## config.mk

```make
export PLATFORM = sky130hd
export DESIGN_NAME = ssp_top
export DESIGN_NICKNAME = d
export VERILOG_FILES = /design/src/rtl/ssp_pkg.sv /design/src/rtl/ssp_fifo.sv /design/src/rtl/ssp_shifter.sv /design/src/rtl/ssp_top.sv
export SDC_FILE = /design/constraint.sdc
export NUM_CORES = 1
export LEC_CHECK = 0
export BUFFER_PORTS_ARGS = -buffer_cell sky130_fd_sc_hd__buf_2
export CAP_MARGIN = 20
export CORE_MARGIN = 10
export CORE_UTILIZATION = 56
export DETAILED_ROUTE_END_ITERATION = 8
export PLACE_DENSITY = 0.75
export SLEW_MARGIN = 20
export SYNTH_ARGS = -nofsm -noshare
export SYNTH_HDL_FRONTEND = slang
export SYNTH_SLANG_ARGS = --single-unit
```

## constraint.sdc

```tcl
create_clock -name clk -period 3.8 [get_ports clk]
set_clock_uncertainty 0.1 [all_clocks]
set_input_delay 0.57 -clock clk [delete_from_list [all_inputs] [get_ports clk]]
set_output_delay 0.57 -clock clk [all_outputs]
set_load 0.02 [all_outputs]
```

## src/rtl/ssp_pkg.sv

```systemverilog
package ssp_pkg;

    localparam int CTRL_W = 32;
    localparam int LEN_W  = 4;
    localparam int THR_W  = 4;
    localparam int MIN_BITS = 4;

    localparam logic [1:0] ADDR_CTRL = 2'd0;
    localparam logic [1:0] ADDR_TXD  = 2'd1;

    // control register layout, LSB last
    typedef struct packed {
        logic [3:0]       rsv3;
        logic [THR_W-1:0] tx_thr;
        logic [3:0]       rsv2;
        logic [THR_W-1:0] rx_thr;
        logic [3:0]       rsv1;
        logic [LEN_W-1:0] len_m1;
        logic [2:0]       rsv0;
        logic             half_dup;
        logic             cpol;
        logic             loopback;
        logic             tx_ie;
        logic             rx_ie;
    } ctrl_t;

    typedef enum logic [1:0] {
        SH_IDLE = 2'd0,
        SH_XFER = 2'd1,
        SH_RECV = 2'd2
    } sh_state_e;

    function automatic logic [LEN_W:0] frame_bits(input logic [LEN_W-1:0] m1);
        if (m1 < LEN_W'(MIN_BITS - 1))
            return (LEN_W+1)'(MIN_BITS);
        return {1'b0, m1} + (LEN_W+1)'(1);
    endfunction

endpackage

```

## src/rtl/ssp_fifo.sv

```systemverilog
module ssp_fifo #(
    parameter int W = 16,
    parameter int DEPTH = 16,
    localparam int LW = $clog2(DEPTH + 1)
) (
    input  logic          clk,
    input  logic          rst,
    input  logic          push,
    input  logic [W-1:0]  din,
    input  logic          pop,
    output logic [W-1:0]  dout,
    output logic [LW-1:0] level,
    output logic          fault
);
    localparam int PW = (DEPTH > 1) ? $clog2(DEPTH) : 1;

    logic [W-1:0]  mem [DEPTH];
    logic [PW-1:0] wr_ptr, rd_ptr;
    logic          full, empty, push_ok, pop_ok;

    function automatic logic [PW-1:0] bump(input logic [PW-1:0] p);
        return (p == PW'(DEPTH - 1)) ? '0 : p + PW'(1);
    endfunction

    assign full    = (level == LW'(DEPTH));
    assign empty   = (level == '0);
    assign push_ok = push && !full;
    assign pop_ok  = pop && !empty;
    assign fault   = (push && full) || (pop && empty);
    assign dout    = mem[rd_ptr];

    always_ff @(posedge clk) begin
        if (push_ok)
            mem[wr_ptr] <= din;
    end

    always_ff @(posedge clk) begin
        if (rst) begin
            wr_ptr <= '0;
            rd_ptr <= '0;
            level  <= '0;
        end else begin
            if (push_ok) wr_ptr <= bump(wr_ptr);
            if (pop_ok)  rd_ptr <= bump(rd_ptr);
            case ({push_ok, pop_ok})
                2'b10:   level <= level + LW'(1);
                2'b01:   level <= level - LW'(1);
                default: level <= level;
            endcase
        end
    end
endmodule

```

## src/rtl/ssp_shifter.sv

```systemverilog
module ssp_shifter
    import ssp_pkg::*;
#(
    parameter int W = 16,
    parameter int HALF_DIV = 2,
    localparam int BW = $clog2(W + 1)
) (
    input  logic          clk,
    input  logic          rst,
    input  logic          cpol,
    input  logic          loopback,
    input  logic          half_dup,
    input  logic [BW-1:0] nbits,
    input  logic          tx_ready,
    input  logic [W-1:0]  tx_word,
    output logic          tx_take,
    input  logic          miso,
    output logic          rx_push,
    output logic [W-1:0]  rx_word,
    output logic          sclk,
    output logic          cs_n,
    output logic          mosi
);
    localparam int CW = (HALF_DIV > 1) ? $clog2(HALF_DIV) : 1;

    sh_state_e     state;
    logic [CW-1:0] div_cnt;
    logic          act;
    logic [BW-1:0] bit_left;
    logic [W-1:0]  sh_tx, sh_rx, mask;
    logic          cs_q, tick, capture, rx_bit;

    assign tick    = (div_cnt == CW'(HALF_DIV - 1));
    assign capture = (state == SH_RECV) || (state == SH_XFER && !half_dup);
    // internal route only in the full-duplex style
    assign rx_bit  = (loopback && !half_dup) ? sh_tx[W-1] : miso;
    assign tx_take = (state == SH_IDLE) && tx_ready;
    assign mask    = (W'(1) << nbits) - W'(1);
    assign rx_word = sh_rx & mask;
    assign sclk    = cpol ^ act;
    assign cs_n    = cs_q;
    assign mosi    = sh_tx[W-1];

    always_ff @(posedge clk) begin
        if (rst) begin
            state    <= SH_IDLE;
            div_cnt  <= '0;
            act      <= 1'b0;
            bit_left <= '0;
            sh_tx    <= '0;
            sh_rx    <= '0;
            cs_q     <= 1'b1;
            rx_push  <= 1'b0;
        end else begin
            rx_push <= 1'b0;
            if (state == SH_IDLE) begin
                if (tx_ready) begin
                    state    <= SH_XFER;
                    cs_q     <= 1'b0;
                    act      <= 1'b0;
                    div_cnt  <= '0;
                    bit_left <= nbits - BW'(1);
                    sh_tx    <= tx_word << (W - int'(nbits));
                    sh_rx    <= '0;
                end
            end else if (!tick) begin
                div_cnt <= div_cnt + CW'(1);
            end else begin
                div_cnt <= '0;
                if (!act) begin
                    act <= 1'b1;
                    if (capture)
                        sh_rx <= {sh_rx[W-2:0], rx_bit};
                end else begin
                    act <= 1'b0;
                    if (bit_left != '0) begin
                        bit_left <= bit_left - BW'(1);
                        sh_tx    <= sh_tx << 1;
                    end else if (state == SH_XFER && half_dup) begin
                        state    <= SH_RECV;
                        bit_left <= nbits - BW'(1);
                        sh_tx    <= '0;
                    end else begin
                        state   <= SH_IDLE;
                        cs_q    <= 1'b1;
                        rx_push <= 1'b1;
                    end
                end
            end
        end
    end
endmodule

```

## src/rtl/ssp_top.sv

```systemverilog
module ssp_top
    import ssp_pkg::*;
#(
    parameter int DATA_W = 16,
    parameter int DEPTH = 16,
    parameter int HALF_DIV = 2
) (
    input  logic              clk,
    input  logic              rst,
    input  logic              wr_en,
    input  logic [1:0]        wr_addr,
    input  logic [31:0]       wr_data,
    input  logic              rd_pop,
    output logic [DATA_W-1:0] rd_data,
    output logic              sclk,
    output logic              cs_n,
    output logic              mosi,
    input  logic              miso,
    output logic              tx_req,
    output logic              rx_req,
    output logic              tx_irq,
    output logic              rx_irq,
    output logic              err
);
    localparam int LW = $clog2(DEPTH + 1);
    localparam int BW = $clog2(DATA_W + 1);

    ctrl_t             ctrl_q;
    logic [LW-1:0]     tx_level, rx_level;
    logic [DATA_W-1:0] tx_head, rx_word;
    logic              tx_take, rx_push, tx_fault, rx_fault, err_q;
    logic              unused_ctrl;

    assign unused_ctrl = ^{ctrl_q.rsv0, ctrl_q.rsv1, ctrl_q.rsv2, ctrl_q.rsv3};

    always_ff @(posedge clk) begin
        if (rst)
            ctrl_q <= '0;
        else if (wr_en && wr_addr == ADDR_CTRL)
            ctrl_q <= ctrl_t'(wr_data[CTRL_W-1:0]);
    end

    ssp_fifo #(.W(DATA_W), .DEPTH(DEPTH)) i_txf (
        .clk(clk), .rst(rst),
        .push(wr_en && wr_addr == ADDR_TXD), .din(wr_data[DATA_W-1:0]),
        .pop(tx_take), .dout(tx_head), .level(tx_level), .fault(tx_fault)
    );

    ssp_fifo #(.W(DATA_W), .DEPTH(DEPTH)) i_rxf (
        .clk(clk), .rst(rst),
        .push(rx_push), .din(rx_word),
        .pop(rd_pop), .dout(rd_data), .level(rx_level), .fault(rx_fault)
    );

    ssp_shifter #(.W(DATA_W), .HALF_DIV(HALF_DIV)) i_shift (
        .clk(clk), .rst(rst),
        .cpol(ctrl_q.cpol), .loopback(ctrl_q.loopback), .half_dup(ctrl_q.half_dup),
        .nbits(BW'(frame_bits(ctrl_q.len_m1))),
        .tx_ready(tx_level != '0), .tx_word(tx_head), .tx_take(tx_take),
        .miso(miso), .rx_push(rx_push), .rx_word(rx_word),
        .sclk(sclk), .cs_n(cs_n), .mosi(mosi)
    );

    // request flags follow the levels; enables mask only the interrupts
    assign tx_req = (tx_level <= LW'(ctrl_q.tx_thr));
    assign rx_req = (rx_level >= LW'(ctrl_q.rx_thr) + LW'(1));
    assign tx_irq = tx_req && ctrl_q.tx_ie;
    assign rx_irq = rx_req && ctrl_q.rx_ie;

    always_ff @(posedge clk) begin
        if (rst)
            err_q <= 1'b0;
        else if (tx_fault || rx_fault)
            err_q <= 1'b1;
    end
    assign err = err_q;
endmodule

```

; After elaboration in Yosys (flattened, before gate mapping)
; Memory sizes are Yosys's and may differ from the RTL's. A register that Yosys moved wholly into a read port is not among the register bits.
; Cells that the tools add are included.
[word_totals]
reg_bits = 87
latch_bits = 0
mem_bits_rw = 512
mem_bits_ro = 0
out_inout_bits = 24
mem_count = 2
[classes]
addsub = 15
mul = 0
div = 0
order_cmp = 3
n_eq_ne = 17
shifts = 2
muxes = 53
bitwise = 4
n_reduce_logical = 43
[mem_list]
columns = name, words, word_bits, read_ports, rd_clocked_by_memory_dff, wr, line_no
row1 = i_rxf.mem, 16, 16, 1, 1, 1, ssp_fifo.sv:17  ; logic [W-1:0] mem [DEPTH];
row2 = i_txf.mem, 16, 16, 1, 1, 1, ssp_fifo.sv:17
[ops]
columns = op, count
row1 = 16-bit 2-to-1 mux, 11
row2 = 5-bit 2-to-1 mux, 8
row3 = 4-bit 2-to-1 mux, 8
row4 = 16-bit by 32-bit << shifter with 16-bit output, 1
row5 = 5-bit case mux with 2 select lines, 2
row6 = 5-bit by 1-bit subtractor with 5-bit output (second input constant), 4
row7 = 1-bit 2-to-1 mux, 18
row8 = 4-bit by 1-bit adder with 4-bit output (second input constant), 4
row9 = 16-bit bitwise AND, 1
row10 = 4-bit equality test (second input constant), 4
row11 = 1-bit logical AND, 16
row12 = 1-bit by 5-bit << shifter with 16-bit output (first input constant), 1
row13 = 16-bit by 2-bit subtractor with 16-bit output (second input constant), 1
row14 = 2-bit 2-to-1 mux, 6
row15 = 4-bit AND reduction, 3
row16 = 4-bit by 1-bit adder with 5-bit output (second input constant), 2
row17 = 5-bit by 1-bit adder with 5-bit output (second input constant), 2
row18 = 5-bit equality test (second input constant), 2
row19 = 5-bit zero test, 2
row20 = 2-bit nonzero test, 5
row21 = 5-bit nonzero test, 2
row22 = 2-bit by 1-bit equality test with 1-bit output (second input constant), 4
row23 = 2-bit equality test (second input constant), 3
row24 = 2-bit by 1-bit != test with 1-bit output (second input constant), 3
row25 = 15 further kinds, 24

; Logic depth before layout (Yosys ltp)
[depth]
word_depth = 9
depth_mapped = 15

; Modules after synthesis
; Synthesis repeated with hierarchy kept, for this count alone.
[hier_totals]
cells_unflattened = 1549
area_unflattened_um2 = 25612.1
[by_module_without_submodules]
columns = mod, n_inst, cells_per_inst, area_per_inst_um2, seq_area_each_um2
row1 = ssp_fifo, 2, 487, 10611.4, 8027.7
row2 = ssp_shifter, 1, 445, 3349.5, 860.8
row3 = ssp_top, 1, 130, 1039.7, 360.3

; Worst setup path before layout
; No wires, ideal clock.
[synth_timing]
path_kind = reg-to-reg
startpoint = reg ctrl_q[8] (netlist bit)
endpoint = mem i_rxf.mem[0][10], data pin
setup_ns = 0.207
arrival_time_ns = 3.569
required_ns = 3.493
slack_ns = -0.076
path_stages_with_launch = 16
n_path_buf = 1
cell_sequence = dfxtp_1 ha_1 clkbuf_1 nor3_1 nor2_1 clkinv_1 ha_1 ha_1 nand3_1 ha_1 o41ai_1 a31oi_1 o21ai_0 a21oi_1 a21boi_0 o21a_1
[synth_via]
elab_chain_len = 6
word_cells_on_any_way = 7
classes_between = add/sub: 2 / order compare: 1 / shift: 1 / mux: 2 / bitwise: 1
[synth_lines]
columns = element, line_no
row1 = from (decl), ssp_top.sv:28  ; ctrl_t ctrl_q;
row2 = from (signal assigned), ssp_top.sv:40  ; ctrl_q <= ctrl_t'(wr_data[CTRL_W-1:0]);
row3 = 4-bit by 2-bit < comparator with 1-bit output, ssp_pkg.sv:34  ; if (m1 < LEN_W'(MIN_BITS - 1))
row4 = 1-bit 2-to-1 mux, ssp_pkg.sv:34
row5 = 5-bit 2-to-1 mux (*), ssp_pkg.sv:36  ; return {1'b0, m1} + (LEN_W+1)'(1);
row6 = 1-bit by 5-bit << shifter with 16-bit output (*), ssp_shifter.sv:38  ; assign mask = (W'(1) << nbits) - W'(1);
row7 = 16-bit by 2-bit subtractor with 16-bit output (*), ssp_shifter.sv:38
row8 = 16-bit bitwise AND (*), ssp_shifter.sv:39  ; assign rx_word = sh_rx & mask;
row9 = via i_rxf.din[10], ssp_fifo.sv:9  ; input logic [W-1:0] din,
row10 = to (decl), ssp_fifo.sv:17
; Mark *: on every way through the listed nets, which the timed path passes. The rest lies on a longest branch.

==> reports/metrics.yaml <==
status: "completed"
cp_slowest_cell: "dfxtp_4"
endpoint_kind: "primary output"
ant_nets: 0
rrSetupSlack_ps: 370
ctsLongestPathBuffers: 3
dr.pass1.iters: 5
htree_levels: 2
whs_endpoint: "ctrl_q[27]"
fillCellCount: 3198
post-route-util_pct: 63.61
yosys.area_share.simple_pct: 6.904
antenna_found_initial: 0
grt_pass1_vias: 15220
grt_overflow_total: 0
cts_tree: "yes"
grt_max_degree: 65
min_delay_path_depth: 3
dp_cells: 2271
clk_pin_slew_ps: 60
wl_per_cell_um: 24.90
finalPower_mw: 15.75
syn-num-nets: 1696
cap_violations: 0
critical_path_class: "flip-flop to primary output"
ys.flop_type: "edfxtp_1"
globalplace.congestion: 0.9103
rsz0062_at_grt: "no"
syn_area_um2: 25550
nets: 1811
powerDensity_nw_per_um2: 546.7
cts_root_buf: "clkbuf_16"
crit_fanout: 28
cpMostUsedCell: "mux4_2"
synth_area_leaders: "edfxtp_1 60%, mux4_2 10%, dfxtp_1 7.4%"
drt_wl_total_um: 59230
cts_made_buffers: 59
synth.distinct_cells: 72
io_pins: 63
reg2reg_to: "i_rxf.mem[9][13]"
min_period_over_period_pct: 91.07
fin_setup_tns_ps: 0
synthAdderAreaFrac_pct: 2.017
layout_commonest_cell: "edfxtp_1"
hold_slack_ps: 88.70
rows: 78
setup_viol: 0
worstMarginPinSlew_ps: 958.2
synth_seq_cells: 607
place_area_um2: 26940
finalInstanceArea_um2: 28800
synth_compound_area_share_pct: 6.704
core_area_um2: 45280
synth_edf_count: 512
power.leakage_nw: 9.606
synth_top_area_share_pct: 60.17
ys_async_sr_fraction_pct: 0
critPathRequiredTime_ps: 3130
synthXorXnorAreaFrac_pct: 0.9255
floorplan.die_area_um2: 54570
drive_above_1_share_pct: 23.05
area_growth_pct: 12.73
r2r_start: "ctrl_q[8]"
holdBufCountCts: 0
avgSynthCellArea_um2: 15.80
synth_top_cell_by_area: "edfxtp_1"
synth.area.mux_share_pct: 13.64
grt_pass1_wl_um: 90510
r2r_cells: 12
ys_seq_area_share_pct: 67.61
min-delay-start: "wr_data[27]"
hold_path.class: "primary input to flip-flop"
antennaDiodeCount: 0
yosys_warnings: 0
clock_latency_ps: 620
dp_slack_ps: 124.7
slowest_delay_ps: 640
max_freq_mhz: 289.0
ir_drop_mv: 0.4834
regArea_um2: 17290
layout_common_cells: "512 x edfxtp_1, 114 x mux4_2, 103 x nand2_1"
portBuffers: 54
multi_input_area_um2: 7830
syn-instance-count: 1617
die_w_um: 233.6
fin_ws_ps: 339.4
maxSlewViolCount: 0
min_period_ps: 3461
cts-resized-gates: 0
via_count: 14880
vias_per_cell: 6.255
postCtsSetupRepairBufs: 0
initial_utilization_pct: 56.43
synth_top_family_by_area: "multiplexers"
hold_viol: 0
relSlewSlack_pct: 35.99
drc: 0
dpl.hpwl_um: 36330
crit_chain: "buf_12 > mux4_2 > mux4_2 > buf_2"
track_usage_pct: 21.94
drtIter0Drc: 1558
crit_arrival_ps: 2790
start_kind: "flip-flop"
fin_cells: 2379
cts.sinks: 607
die_h_um: 233.6
[layer usage]
metal | vias up | track usage [%] | share of wire [%]
li1 | 6575 | - | -
met2 | 665 | 35.14 | 48
met4 | 0 | 5.624 | 2.1
met5 | - | 0 | 0
met3 | 97 | 5.581 | 8.7
met1 | 7544 | 29.67 | 41
[where the power goes]
part | leakage [nW] | switching, mW | internal (mW) | total, mW
logic | 3.17 | 1.50 | 1.06 | 2.56
clock network | 0.894 | 2.43 | 3.24 | 5.67
registers | 5.54 | 0.206 | 7.31 | 7.51
total | 9.61 | 4.14 | 11.6 | 15.7
[cell families (layout without fill, tap and decap cells)]
| family | Yosys count | after routing |
|---|---|---|
| flops | 607 | 607 |
| simple gates | 378 | 378 |
| compound gates | 264 | 264 |
| mux | 182 | 182 |
| buf+inv | 119 | 281 |
| fa+ha+maj | 40 | 40 |
| xor+xnor | 27 | 27 |
[critical path: cells and delay by family, from the launching register on]
kind                   cells  cell delay, ps
buffers and inverters      2             480
flip-flops                 1             640
multiplexers               2            1030
[Yosys cell counts, types with 20 or more instances]
cell type  count
edfxtp_1     512
nor2_1       120
mux4_2       114
nand2_1      103
dfxtp_1       95
a21oi_1       79
o21ai_0       43
ha_1          38
clkbuf_1      37
inv_1         34
mux2i_1       34
nor3_1        33
a22oi_1       29
nand3_1       21
mux2_2        20
nand2b_1      20
[worst max path at each step]
stage,from,to,slack (ps)
floorplan,ctrl_q[8],i_rxf.mem[0][10],100
global placement,ctrl_q[8],i_rxf.mem[11][11],250
detailed placement,ctrl_q[8],i_rxf.mem[15][11],120
CTS,ctrl_q[8],i_rxf.mem[9][11],70
global route,ctrl_q[8],i_rxf.mem[11][13],20
finish,flip-flop,rd_data[5],340
[sequential cells by signal (all words and copies together), names as in the netlist, named ones only]
name,flops
i_shift.cs_n,1
i_shift.state,2
i_shift.bit_left,5
i_shift.sh_rx,16
i_txf.level,5
i_rxf.mem,256
i_rxf.level,5
i_shift.act,1
err,1
i_rxf.wr_ptr,4
i_txf.wr_ptr,4
i_rxf.rd_ptr,4
i_shift.sh_tx,16
i_txf.rd_ptr,4
ctrl_q,17
i_txf.mem,256
i_shift.div_cnt,1
i_shift.rx_push,1
[layout make-up]
class | count | share of cell area, %
clock buffer | 79 | 5.460
clock inverter | 29 | 0.9991
inverter | 37 | 0.4822
multi-input combinational | 891 | 27.18
sequential | 607 | 60.02
tap | 600 | 2.606
timing repair buffer | 136 | 3.249
(Power assumes the default switching activity.)
